[src/rtl/vsync_pkg.sv]
package vsync_pkg;
  typedef enum logic {
    PH_IDLE = 1'b0,
    PH_COPY = 1'b1
  } phase_e;
endpackage

[src/rtl/vsync_seg_mem.sv]
// One memory segment: host-side array and renderer-side array.
// A copy step moves one even/odd word pair on both renderer write ports.
module vsync_seg_mem #(
  parameter int DEPTH  = 8,
  parameter int DATA_W = 16,
  localparam int AW    = $clog2(DEPTH),
  localparam int PW    = AW - 1
) (
  input  logic              clk,
  input  logic              hw_en,
  input  logic [AW-1:0]     hw_addr,
  input  logic [DATA_W-1:0] hw_data,
  input  logic              cp_en,
  input  logic [PW-1:0]     cp_pair,
  input  logic [AW-1:0]     rd_addr,
  output logic [DATA_W-1:0] rd_data
);
  logic [DATA_W-1:0] host_arr [DEPTH];
  logic [DATA_W-1:0] rend_arr [DEPTH];
  logic [AW-1:0]     idx_even;
  logic [AW-1:0]     idx_odd;

  assign idx_even = {cp_pair, 1'b0};
  assign idx_odd  = {cp_pair, 1'b1};

  always_ff @(posedge clk) begin
    if (hw_en) begin
      host_arr[hw_addr] <= hw_data;
    end
  end

  always_ff @(posedge clk) begin
    if (cp_en) begin
      rend_arr[idx_even] <= host_arr[idx_even];
      rend_arr[idx_odd]  <= host_arr[idx_odd];
    end
  end

  assign rd_data = rend_arr[rd_addr];
endmodule

[src/rtl/vsync_copy_ctrl.sv]
// Sequencer: samples the frame-ready flag at blank start, checks the budget,
// steps the pair index and issues the commit and done strobes.
module vsync_copy_ctrl
  import vsync_pkg::*;
#(
  parameter int PAIRS    = 4,
  parameter int BUDGET_W = 8,
  localparam int PW      = (PAIRS > 1) ? $clog2(PAIRS) : 1
) (
  input  logic                clk,
  input  logic                rst_ni,
  input  logic                blank_start,
  input  logic                host_frame_done,
  input  logic [BUDGET_W-1:0] cfg_budget,
  output logic                busy,
  output logic [PW-1:0]       pair,
  output logic                commit,
  output logic                sync_done,
  output logic                frame_pending,
  output logic                overrun
);
  phase_e        phase_q, phase_d;
  logic [PW-1:0] pair_q, pair_d;
  logic          pend_q, pend_d;
  logic          done_q, done_d;
  logic          ovr_q, ovr_d;
  logic          fits, try_start, go, refuse, last;

  assign busy      = (phase_q == PH_COPY);
  assign fits      = (32'(cfg_budget) >= PAIRS);
  assign try_start = blank_start && pend_q && !busy;
  assign go        = try_start && fits;
  assign refuse    = try_start && !fits;
  assign last      = busy && (pair_q == PW'(PAIRS - 1));

  always_comb begin
    phase_d = phase_q;
    pair_d  = pair_q;
    if (go) begin
      phase_d = PH_COPY;
      pair_d  = '0;
    end else if (last) begin
      phase_d = PH_IDLE;
    end else if (busy) begin
      pair_d  = pair_q + PW'(1);
    end
    pend_d = host_frame_done ? 1'b1 : (last ? 1'b0 : pend_q);
    done_d = last;
    ovr_d  = ovr_q | refuse;
  end

  always_ff @(posedge clk or negedge rst_ni) begin
    if (!rst_ni) begin
      phase_q <= PH_IDLE;
      pair_q  <= '0;
      pend_q  <= 1'b0;
      done_q  <= 1'b0;
      ovr_q   <= 1'b0;
    end else begin
      phase_q <= phase_d;
      pair_q  <= pair_d;
      pend_q  <= pend_d;
      done_q  <= done_d;
      ovr_q   <= ovr_d;
    end
  end

  assign pair          = pair_q;
  assign commit        = last;
  assign sync_done     = done_q;
  assign frame_pending = pend_q;
  assign overrun       = ovr_q;
endmodule

[src/rtl/vsync_ctl_regs.sv]
// Shadow control words written by the host, moved to the live set on commit.
module vsync_ctl_regs #(
  parameter int NREGS  = 2,
  parameter int DATA_W = 16,
  localparam int IW    = (NREGS > 1) ? $clog2(NREGS) : 1
) (
  input  logic                    clk,
  input  logic                    rst_ni,
  input  logic                    wr_en,
  input  logic [IW-1:0]           wr_idx,
  input  logic [DATA_W-1:0]       wr_data,
  input  logic                    commit,
  output logic [NREGS*DATA_W-1:0] ctl_active
);
  for (genvar k = 0; k < NREGS; k++) begin : g_word
    logic [DATA_W-1:0] shadow_q, shadow_d;
    logic [DATA_W-1:0] live_q, live_d;

    always_comb begin
      shadow_d = (wr_en && (wr_idx == IW'(k))) ? wr_data : shadow_q;
      live_d   = commit ? shadow_q : live_q;
    end

    always_ff @(posedge clk or negedge rst_ni) begin
      if (!rst_ni) begin
        shadow_q <= '0;
        live_q   <= '0;
      end else begin
        shadow_q <= shadow_d;
        live_q   <= live_d;
      end
    end

    assign ctl_active[k*DATA_W +: DATA_W] = live_q;
  end
endmodule

[src/rtl/vram_frame_sync.sv]
module vram_frame_sync #(
  parameter int  SEGS      = 4,
  parameter int  SEG_DEPTH = 8,
  parameter int  DATA_W    = 16,
  parameter int  NREGS     = 2,
  parameter int  BUDGET_W  = 8,
  localparam int SEG_AW    = $clog2(SEG_DEPTH),
  localparam int SEL_W     = $clog2(SEGS),
  localparam int ADDR_W    = SEG_AW + SEL_W,
  localparam int PAIRS     = SEG_DEPTH / 2,
  localparam int PW        = SEG_AW - 1,
  localparam int REG_IW    = (NREGS > 1) ? $clog2(NREGS) : 1,
  localparam int CTL_W     = NREGS * DATA_W
) (
  input  logic                clk,
  input  logic                rst_n,
  input  logic                host_wr_valid,
  output logic                host_wr_ready,
  input  logic                host_wr_ctl,
  input  logic [ADDR_W-1:0]   host_wr_addr,
  input  logic [DATA_W-1:0]   host_wr_data,
  input  logic                host_frame_done,
  output logic                frame_pending,
  input  logic                blank_start,
  input  logic [BUDGET_W-1:0] cfg_budget,
  input  logic [ADDR_W-1:0]   rnd_addr,
  output logic [DATA_W-1:0]   rnd_data,
  output logic [CTL_W-1:0]    ctl_active,
  output logic                copy_busy,
  output logic                sync_done,
  output logic                overrun
);
  logic [1:0]        rst_pipe;
  logic              rst_ni;
  logic              wr_fire, mem_fire, ctl_fire, commit;
  logic [PW-1:0]     cp_pair;
  logic [DATA_W-1:0] seg_rd [SEGS];
  logic [DATA_W-1:0] rnd_q;

  // asynchronous assert, synchronous release
  always_ff @(posedge clk or negedge rst_n) begin
    if (!rst_n) rst_pipe <= 2'b00;
    else        rst_pipe <= {rst_pipe[0], 1'b1};
  end
  assign rst_ni = rst_pipe[1];

  assign host_wr_ready = !copy_busy;
  assign wr_fire       = host_wr_valid && host_wr_ready;
  assign mem_fire      = wr_fire && !host_wr_ctl;
  assign ctl_fire      = wr_fire && host_wr_ctl;

  vsync_copy_ctrl #(.PAIRS(PAIRS), .BUDGET_W(BUDGET_W)) u_ctrl (
    .clk             (clk),
    .rst_ni          (rst_ni),
    .blank_start     (blank_start),
    .host_frame_done (host_frame_done),
    .cfg_budget      (cfg_budget),
    .busy            (copy_busy),
    .pair            (cp_pair),
    .commit          (commit),
    .sync_done       (sync_done),
    .frame_pending   (frame_pending),
    .overrun         (overrun)
  );

  for (genvar g = 0; g < SEGS; g++) begin : g_seg
    vsync_seg_mem #(.DEPTH(SEG_DEPTH), .DATA_W(DATA_W)) u_seg (
      .clk     (clk),
      .hw_en   (mem_fire && (host_wr_addr[ADDR_W-1:SEG_AW] == SEL_W'(g))),
      .hw_addr (host_wr_addr[SEG_AW-1:0]),
      .hw_data (host_wr_data),
      .cp_en   (copy_busy),
      .cp_pair (cp_pair),
      .rd_addr (rnd_addr[SEG_AW-1:0]),
      .rd_data (seg_rd[g])
    );
  end

  vsync_ctl_regs #(.NREGS(NREGS), .DATA_W(DATA_W)) u_ctl (
    .clk        (clk),
    .rst_ni     (rst_ni),
    .wr_en      (ctl_fire),
    .wr_idx     (host_wr_addr[REG_IW-1:0]),
    .wr_data    (host_wr_data),
    .commit     (commit),
    .ctl_active (ctl_active)
  );

  always_ff @(posedge clk) begin
    rnd_q <= seg_rd[rnd_addr[ADDR_W-1:SEG_AW]];
  end
  assign rnd_data = rnd_q;
endmodule

[config.mk]
export PLATFORM = sky130hd
export DESIGN_NAME = vram_frame_sync
export DESIGN_NICKNAME = d
export VERILOG_FILES = /design/src/rtl/vsync_pkg.sv /design/src/rtl/vsync_seg_mem.sv /design/src/rtl/vsync_copy_ctrl.sv /design/src/rtl/vsync_ctl_regs.sv /design/src/rtl/vram_frame_sync.sv
export SDC_FILE = /design/constraint.sdc
export NUM_CORES = 1
export LEC_CHECK = 0
export ABC_CLOCK_PERIOD_IN_PS = 2600
export CAP_MARGIN = 20
export CORE_MARGIN = 3
export CORE_UTILIZATION = 45
export DETAILED_ROUTE_END_ITERATION = 10
export DONT_BUFFER_PORTS = 1
export RECOVER_POWER = 100
export SYNTH_ARGS = -nofsm -noshare
export SYNTH_HDL_FRONTEND = slang
export SYNTH_SLANG_ARGS = --single-unit
[constraint.sdc]
create_clock -name clk -period 2.6 [get_ports clk]
set_input_delay 0.26 -clock clk [delete_from_list [all_inputs] [get_ports clk]]
set_output_delay 0.26 -clock clk [all_outputs]
set_load 0.01 [all_outputs]
---- Yosys cells after proc, flatten, opt, wreduce, memory -nomap -nowiden ----
Memories as Yosys holds them, arrays and structs flattened.
Index checks and enable logic that the tools add are counted.
word-level totals
  word-level logic and storage cells ...... 71
  output and inout port bits .............. 53
  register bits after elaboration ......... 88
  RAM bits ................................ 1,024
  memories ................................ 8
  input port bits ......................... 40
memory list
  memory                   depth  bits a word  read ports  clocked after Yosys merged registers in  wr ports  line                 text
  g_seg[0].u_seg.host_arr  8      16           2           0                                        1         vsync_seg_mem.sv:18  logic [DATA_W-1:0] host_arr [DEPTH];
  g_seg[0].u_seg.rend_arr  8      16           1           0                                        2         vsync_seg_mem.sv:19  logic [DATA_W-1:0] rend_arr [DEPTH];
  g_seg[1].u_seg.host_arr  8      16           2           0                                        1         vsync_seg_mem.sv:18
  g_seg[1].u_seg.rend_arr  8      16           1           0                                        2         vsync_seg_mem.sv:19
  g_seg[2].u_seg.host_arr  8      16           2           0                                        1         vsync_seg_mem.sv:18
  g_seg[2].u_seg.rend_arr  8      16           1           0                                        2         vsync_seg_mem.sv:19
  2 more memories          -      -            -           -                                        -         -
operators by class
  eq/ne operators ......................... 5
  magnitude comparators ................... 2
  bitwise logic cells ..................... 3
  multiplexer cells ....................... 19
  reduce and logical (&&, ||, !) cells .... 22
  add/sub/neg operators ................... 1
operators with widths
  operator             count
  $bmux 16 s2          1
  $mux 16              2
  $logic_and 1x1->1    14
  $mux 1               13
  $ge 8x3->1 const B   1
  $eq 2x2->1 const B   3
  $mux 2               3
  $reduce_bool 2->1    3
  $ge 3x3->1 const B   1
  $logic_not 1->1      3
  $not 2->3            1
  $add 2x1->2 const B  1
  $eq 2x1->1 const B   1
  $logic_not 2->1      1
  $ne 2x2->1 const B   1
  $reduce_and 2->1     1
  $not 1->1            1
  $or 1x1->1           1

---- Depth between registers and ports, before layout ----
Gate-level depths: netlist of run 1.
  word-level depth ........................ 6
  depth in mapped cells ................... 8
  gate-level depth less buffers ........... 5

---- Cells and area by module ----
From an unflattened synthesis of run 1, not the netlist that was laid out.
second synthesis, totals
  cell total of the unflattened synthesis .. 1,689
  area, all modules ....................... 41,965.2 um^2
modules (own cells, without submodules)
  module           instances  cells each  area an instance (um^2)
  vsync_seg_mem    4          371         9,603.0
  vsync_ctl_regs   1          137         2,437.3
  vram_frame_sync  1          46          847.1
  vsync_copy_ctrl  1          22          269.0

---- Worst setup path after synthesis of run 1 ----
Ideal clock, no wire load.
  path kind ............................... flip-flop to flip-flop
  from .................................... reg u_ctrl.pair_q[0] (netlist: u_ctrl.pair[0])
  to ...................................... mem g_seg[0].u_seg.rend_arr[4][0] (enable)
  path buffers ............................ 3
  setup slack ............................. -1,946 ps
  cell stages (with the launch flop) ...... 7
  required time ........................... 2,098 ps
  arrival time ............................ 4,044 ps
  period minus slack after synthesis ...... 4,546 ps
  path through ............................ dfrtp_1 -> buf_2 -> buf_2 -> buf_2 -> inv_1 -> ha_1 -> and2_1
RTL lines
  item                    line                   text
  start, declared         vsync_copy_ctrl.sv:23  logic [PW-1:0] pair_q, pair_d;
  start signal, assigned  vsync_copy_ctrl.sv:61  pair_q <= pair_d;
  end, declared           vsync_seg_mem.sv:19

---- Worst setup path in the final report of run 1 ----
  from .................................... in host_wr_data[8]
  to ...................................... mem g_seg[0].u_seg.host_arr[4][8] (data pin)
RTL lines
  item             line                   text
  start, declared  vram_frame_sync.sv:21  input logic [DATA_W-1:0] host_wr_data,
  end, declared    vsync_seg_mem.sv:18
Straight into the memory's write port.

==> out/metrics.cfg, run 1 <==
[pwr]
p_leak_nw=15.9
swShare=0.262
irDropWorstVdd_v=0.000732
p_per_area_mw_per_mm2=1040
seqPwrFrac=0.520
intPower_mw=36.4
p_total_mw=49.4
p_sw_mw=12.9
power_frac_clock=0.303
pwr-share-comb=0.177

[timing]
rsz0062_at_grt=false
maxSlewHeadroom=-0.567
layout_min_cycle_time_ns=2.37
finClkSkew_ns=0.0212
finalHoldViolations=0
worstMarginPinSlew_ns=2.35
tns_ns=0
slew_viol_final=560
setup_viol=0
fmax_mhz=421
fin_ws_ns=0.226
min_period_over_period=0.913

[yosys]
synthArstFlopShare=0.0647
synth_cell_type_count=41
ys_ff_latch=1112
seq_area_frac_synth=0.789
synth_edf_count=1024
synth.area.top_cells=edfxtp_1, mux4_2, mux2i_1, dfrtp_1, mux2_2
syn_area_per_cell_um2=20.9
syn_nets=2034
ys_dominant_reg_cell=edfxtp_1
synthesis.area_mm2=0.0417
yosysWarnings=0
synth.top_cell.area_share=0.738
yosysTopAreaCell=edfxtp_1
syn_inst=1990

[cells_and_area]
final-seq-area_mm2=0.0329
multiInputGateArea_mm2=0.00813
nets=2191
fin_cells=3468
layout-drive-gt1-share=0.202
fill_cells=7115
syn2layout_area_growth_pct=13.9

[floorplan]
io_pins=93
fp.dieH_um=310
die_area_mm2=0.0963
fp-row-count=110
coreArea_mm2=0.0910
start_util=0.458
dieWidth_um=310

[worst_setup_path]
worst_path_max_delay_cell=clkbuf_1
cp-start-kind=input port
path_cells=dlygate4sd3_1, clkbuf_1
endpoint_kind=flop
critPathArrivalTime_ns=2.50
worstSetupPathType=input port to flop
cp_num_buf_inv=2
path_depth=2
cp_top_family=buffers and inverters
critPathRequiredTime_ns=2.73
crit_fanout=34
cp_slowest_stage_delay_ns=1.66
worstRegToRegCells=6

[outcome]
violations=capacitance limit, slew limit
status=finished with violations

[placed_design]
io_buffers=0
place_ws_ns=0.349
placedCellCount=3220
dp_hpwl_um=52900
gp_congestion=0.782

[routing]
dr.pass1.iters=5
ant_nets=0
via_per_inst=5.63
vias=19500
first_iter_violations=1752
wl_per_cell_um=27.4
drc=0
postRouteWirelength_um=94900

[clocking]
clock_sinks=1112
post_cts_resized=0
cts_max_level=3
numCtsBuffers=108
cts_tree=built
clk_latency_ns=0.68
ctsRootBufferMaster=clkbuf_16
clk_pin_slew_worst_paths_ns=0.06
clk_path_buf_depth=3

[worst_hold_path]
min_path_type=input port to flop
hold_depth=4

[global_route]
antenna_found_initial=4
grt_first_pass_wirelength_um=138000
first_global_vias=20500
overflow=0
grt_util_all_layers=0.200
grt_max_degree=256

[flow_run]
max_cap_viol_count=16

-- power groups by stage --
stage	Combinational (mW)	Clock [mW]	Sequential, mW
finish	8.72	15.0	25.7
detailed placement	8.64	0	26.1
global placement	8.42	0	25.9
global route	9.46	16.0	26.0
floorplan	5.93	0	25.7
CTS	8.98	15.3	25.7
-- per-layer routing --
metal | share of wire | wire, µm | GRT usage | up-vias
met5 | 0.00014 | 13 | 0 | -
met4 | 0.026 | 2510 | 0.0621 | 2
met3 | 0.071 | 6760 | 0.0489 | 144
met2 | 0.49 | 46200 | 0.327 | 602
met1 | 0.42 | 39400 | 0.269 | 10400
li1 | - | - | - | 8423
-- logic make-up after synthesis --
family                   count (synthesis)  synth area share
flip-flops                            1112             0.789
buffers and inverters                  109            0.0171
AND/OR/NAND/NOR                        168            0.0195
AO/OA/AOI/OAI                          147            0.0250
other                                    1         0.0000900
multiplexers                           448             0.148
adder cells (fa/ha/maj)                  4           0.00120
XOR/XNOR                                 1          0.000210
-- through the flow --
stage	util	hold slack (ns)	cell area [µm²]
4_1_cts	0.528	0.0180	48000
5_1_grt	0.521	0.0888	47400
2_1_floorplan	-	-0.0356	41700
3_3_place_gp	0.483	-0.0355	43900
6_report	0.522	0.0699	47400
3_5_place_dp	0.483	-0.0355	43900
-- placed cells by master, fill, tap and decap left out, types with 2 or more instances in the layout --
| master | n |
|---|---|
| nand4_1 | 16 |
| bufinv_16 | 6 |
| ha_1 | 3 |
| a31oi_1 | 16 |
| clkinv_8 | 2 |
| a22oi_1 | 64 |
| inv_6 | 5 |
| clkbuf_16 | 108 |
| nand3b_1 | 3 |
| dlygate4sd3_1 | 31 |
| nor2_1 | 37 |
| and2_4 | 4 |
| clkinv_1 | 21 |
| clkbuf_8 | 10 |
| nand2b_1 | 4 |
| dfrtp_1 | 71 |
| buf_4 | 38 |
| nor2_2 | 4 |
| edfxtp_1 | 1024 |
| nand2_1 | 37 |
| clkinvlp_4 | 2 |
| buf_12 | 32 |
| nand3_1 | 34 |
| nor3_1 | 16 |
| clkinv_2 | 20 |
| mux2_1 | 2 |
| mux2i_1 | 256 |
| dfxtp_1 | 16 |
| a22o_1 | 32 |
| clkbuf_2 | 16 |
| a21oi_1 | 33 |
| mux4_2 | 128 |
| mux2_2 | 62 |
| inv_1 | 3 |
| clkbuf_1 | 56 |
-- state kept, by name, indices dropped and copies added (netlist names) --
signal and flops:
u_ctrl.overrun 1, g_seg.u_seg.rend_arr 512, u_ctrl.pair 2, u_ctrl.frame_pending 1, rst_pipe 2, g_seg.u_seg.host_arr 512
u_ctl.g_word.shadow_q 32, rnd_data 16, u_ctl.g_word.live_q 32, u_ctrl.busy 1, u_ctrl.sync_done 1
-- synth_stat cells (all sizes together), types with 2 or more instances --
cell type	instances
a22oi	64
dfrtp	72
edfxtp	1024
nor2	42
nand4	17
and2	4
dfxtp	16
nand3b	3
ha	4
buf	86
clkbuf	19
a31oi	16
nand3	34
mux2i	256
nor4bb	2
nor2b	3
nand2b	4
nor3	16
inv	4
a22o	32
mux2	64
a21oi	33
mux4	128
nand2	38
-- final cells by class --
| class | count | area share |
|---|---|---|
| Sequential cell | 1112 | 0.693 |
| Clock buffer | 140 | 0.0616 |
| Multi-Input combinational cell | 769 | 0.171 |
| Clock inverter | 58 | 0.0105 |
| Tap cell | 1232 | 0.0325 |
| Antenna cell | 1 | 0.0000527 |
| Inverter | 4 | 0.000343 |
| Timing Repair Buffer | 152 | 0.0306 |
-- path summary, 6_finish.rpt --
kind | startpoint | end | slack [ns]
worst max-delay path | host_wr_data[8] | g_seg[0].u_seg.host_arr[4][8] | 0.23
worst min-delay path | cfg_budget[6] | u_ctrl.pair[1] | 0.07
worst max register to register | u_ctrl.busy | g_seg[0].u_seg.host_arr[7][7] | 0.28
worst min register to register | rst_pipe[0] | rst_pipe[1] | 0.36
max in group asynchronous | rst_pipe[1] | u_ctl.g_word[1].live_q[3] | 0.56
min in group asynchronous | rst_n | rst_pipe[1] | 0.34
-- what timing repair did --
action | 4_1_cts | 5_1_grt
endpoints found under the hold margin | 567 | 0
hold buffers | 49 | 0
buffers inserted | 0 | 0
Power figures use the tool's default switching activity.
==> run 2: changes to the inputs <==
Settings changed: REMOVE_ABC_BUFFERS set to 1, SKIP_LAST_GASP set to 1.
==> run 2 against run 1 <==
Against the previous run: the flow still finishes with violations (capacitance limit, slew limit); final area is 0.42% lower; register-to-register slack lost 0.03 ns; clock power increased by 5%; sequential power barely moved; combinational power is 3.8% lower; global-route usage fell by 0.90 points; via count shrank 1.5%; utilization is 0.22 points lower; count of clock-buffer cells in the layout fell by 1; hold slack worse by 0.0063 ns; worst setup slack gained 0.0068 ns; highest routed layer unchanged.
==> out/metrics.cfg, run 2 (same netlist as run 1, synthesis figures left out) <==
[global_route]
first_global_vias=19800
antenna_found_initial=9
overflow=0
grt_util_all_layers=0.191
grt_max_degree=250
grt_first_pass_wirelength_um=133000

[routing]
wl_per_cell_um=26.1
first_iter_violations=1906
vias=19200
postRouteWirelength_um=90400
dr.pass1.iters=5
drc=0
ant_nets=0
via_per_inst=5.56

[cells_and_area]
fill_cells=7124
most-common-layout-cells=edfxtp_1, mux2i_1, mux4_2
final-seq-area_mm2=0.0329
multiInputGateArea_mm2=0.00815
biggestRegsByFlops=g_seg.u_seg.host_arr (512), g_seg.u_seg.rend_arr (512)
stdcell_area_mm2=0.0472
final_common_cell=edfxtp_1
nets=2173
fin_cells=3459
syn2layout_area_growth_pct=13.4
layout-drive-gt1-share=0.202

[placed_design]
place_area_mm2=0.0436
dp_hpwl_um=49700
io_buffers=0
place_ws_ns=0.510
placedCellCount=3205
gp_congestion=0.739

[timing]
maxSlewHeadroom=-0.476
setup_viol=0
finClkSkew_ns=0.0211
slew_viol_final=560
worstMarginPinSlew_ns=2.21
hold_ws_ns=0.0636
fin_ws_ns=0.233
fmax_mhz=423
rsz0062_at_grt=false
finalHoldViolations=0
min_period_over_period=0.910
layout_min_cycle_time_ns=2.37

[worst_setup_path]
ff2ff_setup_slack_ns=0.25
critPathRequiredTime_ns=3.21
r2r_end=g_seg[1].u_seg.host_arr[4][11]
worstSetupPathType=input port to flop
worstRegToRegCells=5
startpoint=rnd_addr[3]
crit_fanout=14
endpoint_kind=flop
r2r_start=u_ctrl.busy
cp-start-kind=input port
critPathArrivalTime_ns=2.97
cp-endpoint=rnd_data[5]

[floorplan]
io_pins=93
fp.dieH_um=310
fp-row-count=110
dieWidth_um=310
start_util=0.458
coreArea_mm2=0.0910
die_area_mm2=0.0963

[clocking]
numCtsBuffers=110
clk_pin_slew_worst_paths_ns=0.06
hold_buffers=44
cts_max_level=3
clock_sinks=1112
post_cts_buffers=0
clk_path_buf_depth=3
post_cts_resized=0
ctsRootBufferMaster=clkbuf_16
cts_tree=built
clk_latency_ns=0.67

[worst_hold_path]
min_path_type=input port to flop
hold_depth=2
min_from=rnd_addr[4]

[outcome]
status=finished with violations
violations=capacitance limit, slew limit

[pwr]
p_leak_nw=15.9
irDropWorstVdd_v=0.000728
p_per_area_mw_per_mm2=1050

[flow_run]
max_cap_viol_count=17

[run 2: layout make-up]
cell class,count,area share
tap,1232,0.0326
timing repair buffer,132,0.0221
inverter,4,0.000424
clock buffer,139,0.0619
clock inverter,68,0.0144
antenna,3,0.000159
multi-input combinational,769,0.173
sequential,1112,0.696
[run 2: report_power, final]
group          switching (mW)  internal [mW]  total, mW
Clock                    6.45           9.23       15.7
Sequential               1.27           24.5       25.8
Combinational            5.11           3.28       8.39
[run 2: per-layer routing]
metal,vias up,GRT usage,wire (µm)
li1,8400,-,-
met1,10100,0.266,38300
met2,582,0.316,44700
met3,107,0.0359,5880
met4,8,0.0466,1460
met5,-,0,55
[run 2: worst min path at each step]
stage	to	slack [ns]
detailed placement	rst_pipe[0]	-0.04
finish	rnd_data[10]	0.06
CTS	rnd_data[7]	0.005
global placement	rst_pipe[0]	-0.04
floorplan	rst_pipe[0]	-0.04
global route	rnd_data[13]	0.05
[run 2: through the flow]
stage                      util  setup TNS [ns]  power, mW
after floorplan               -        -4905.88       29.7
after CTS                 0.525               0       50.6
final                     0.519               0       49.8
after global placement    0.479               0       34.2
after detailed placement  0.479               0       34.6
after global routing      0.519               0       52.0
[run 2: worst max-delay path, cell delays in order]
cell and delay [ns]:
dlygate4sd3_1 1.07, nand4_1 0.28, dlygate4sd3_1 0.69, nand3_1 0.10, dlygate4sd3_1 0.57
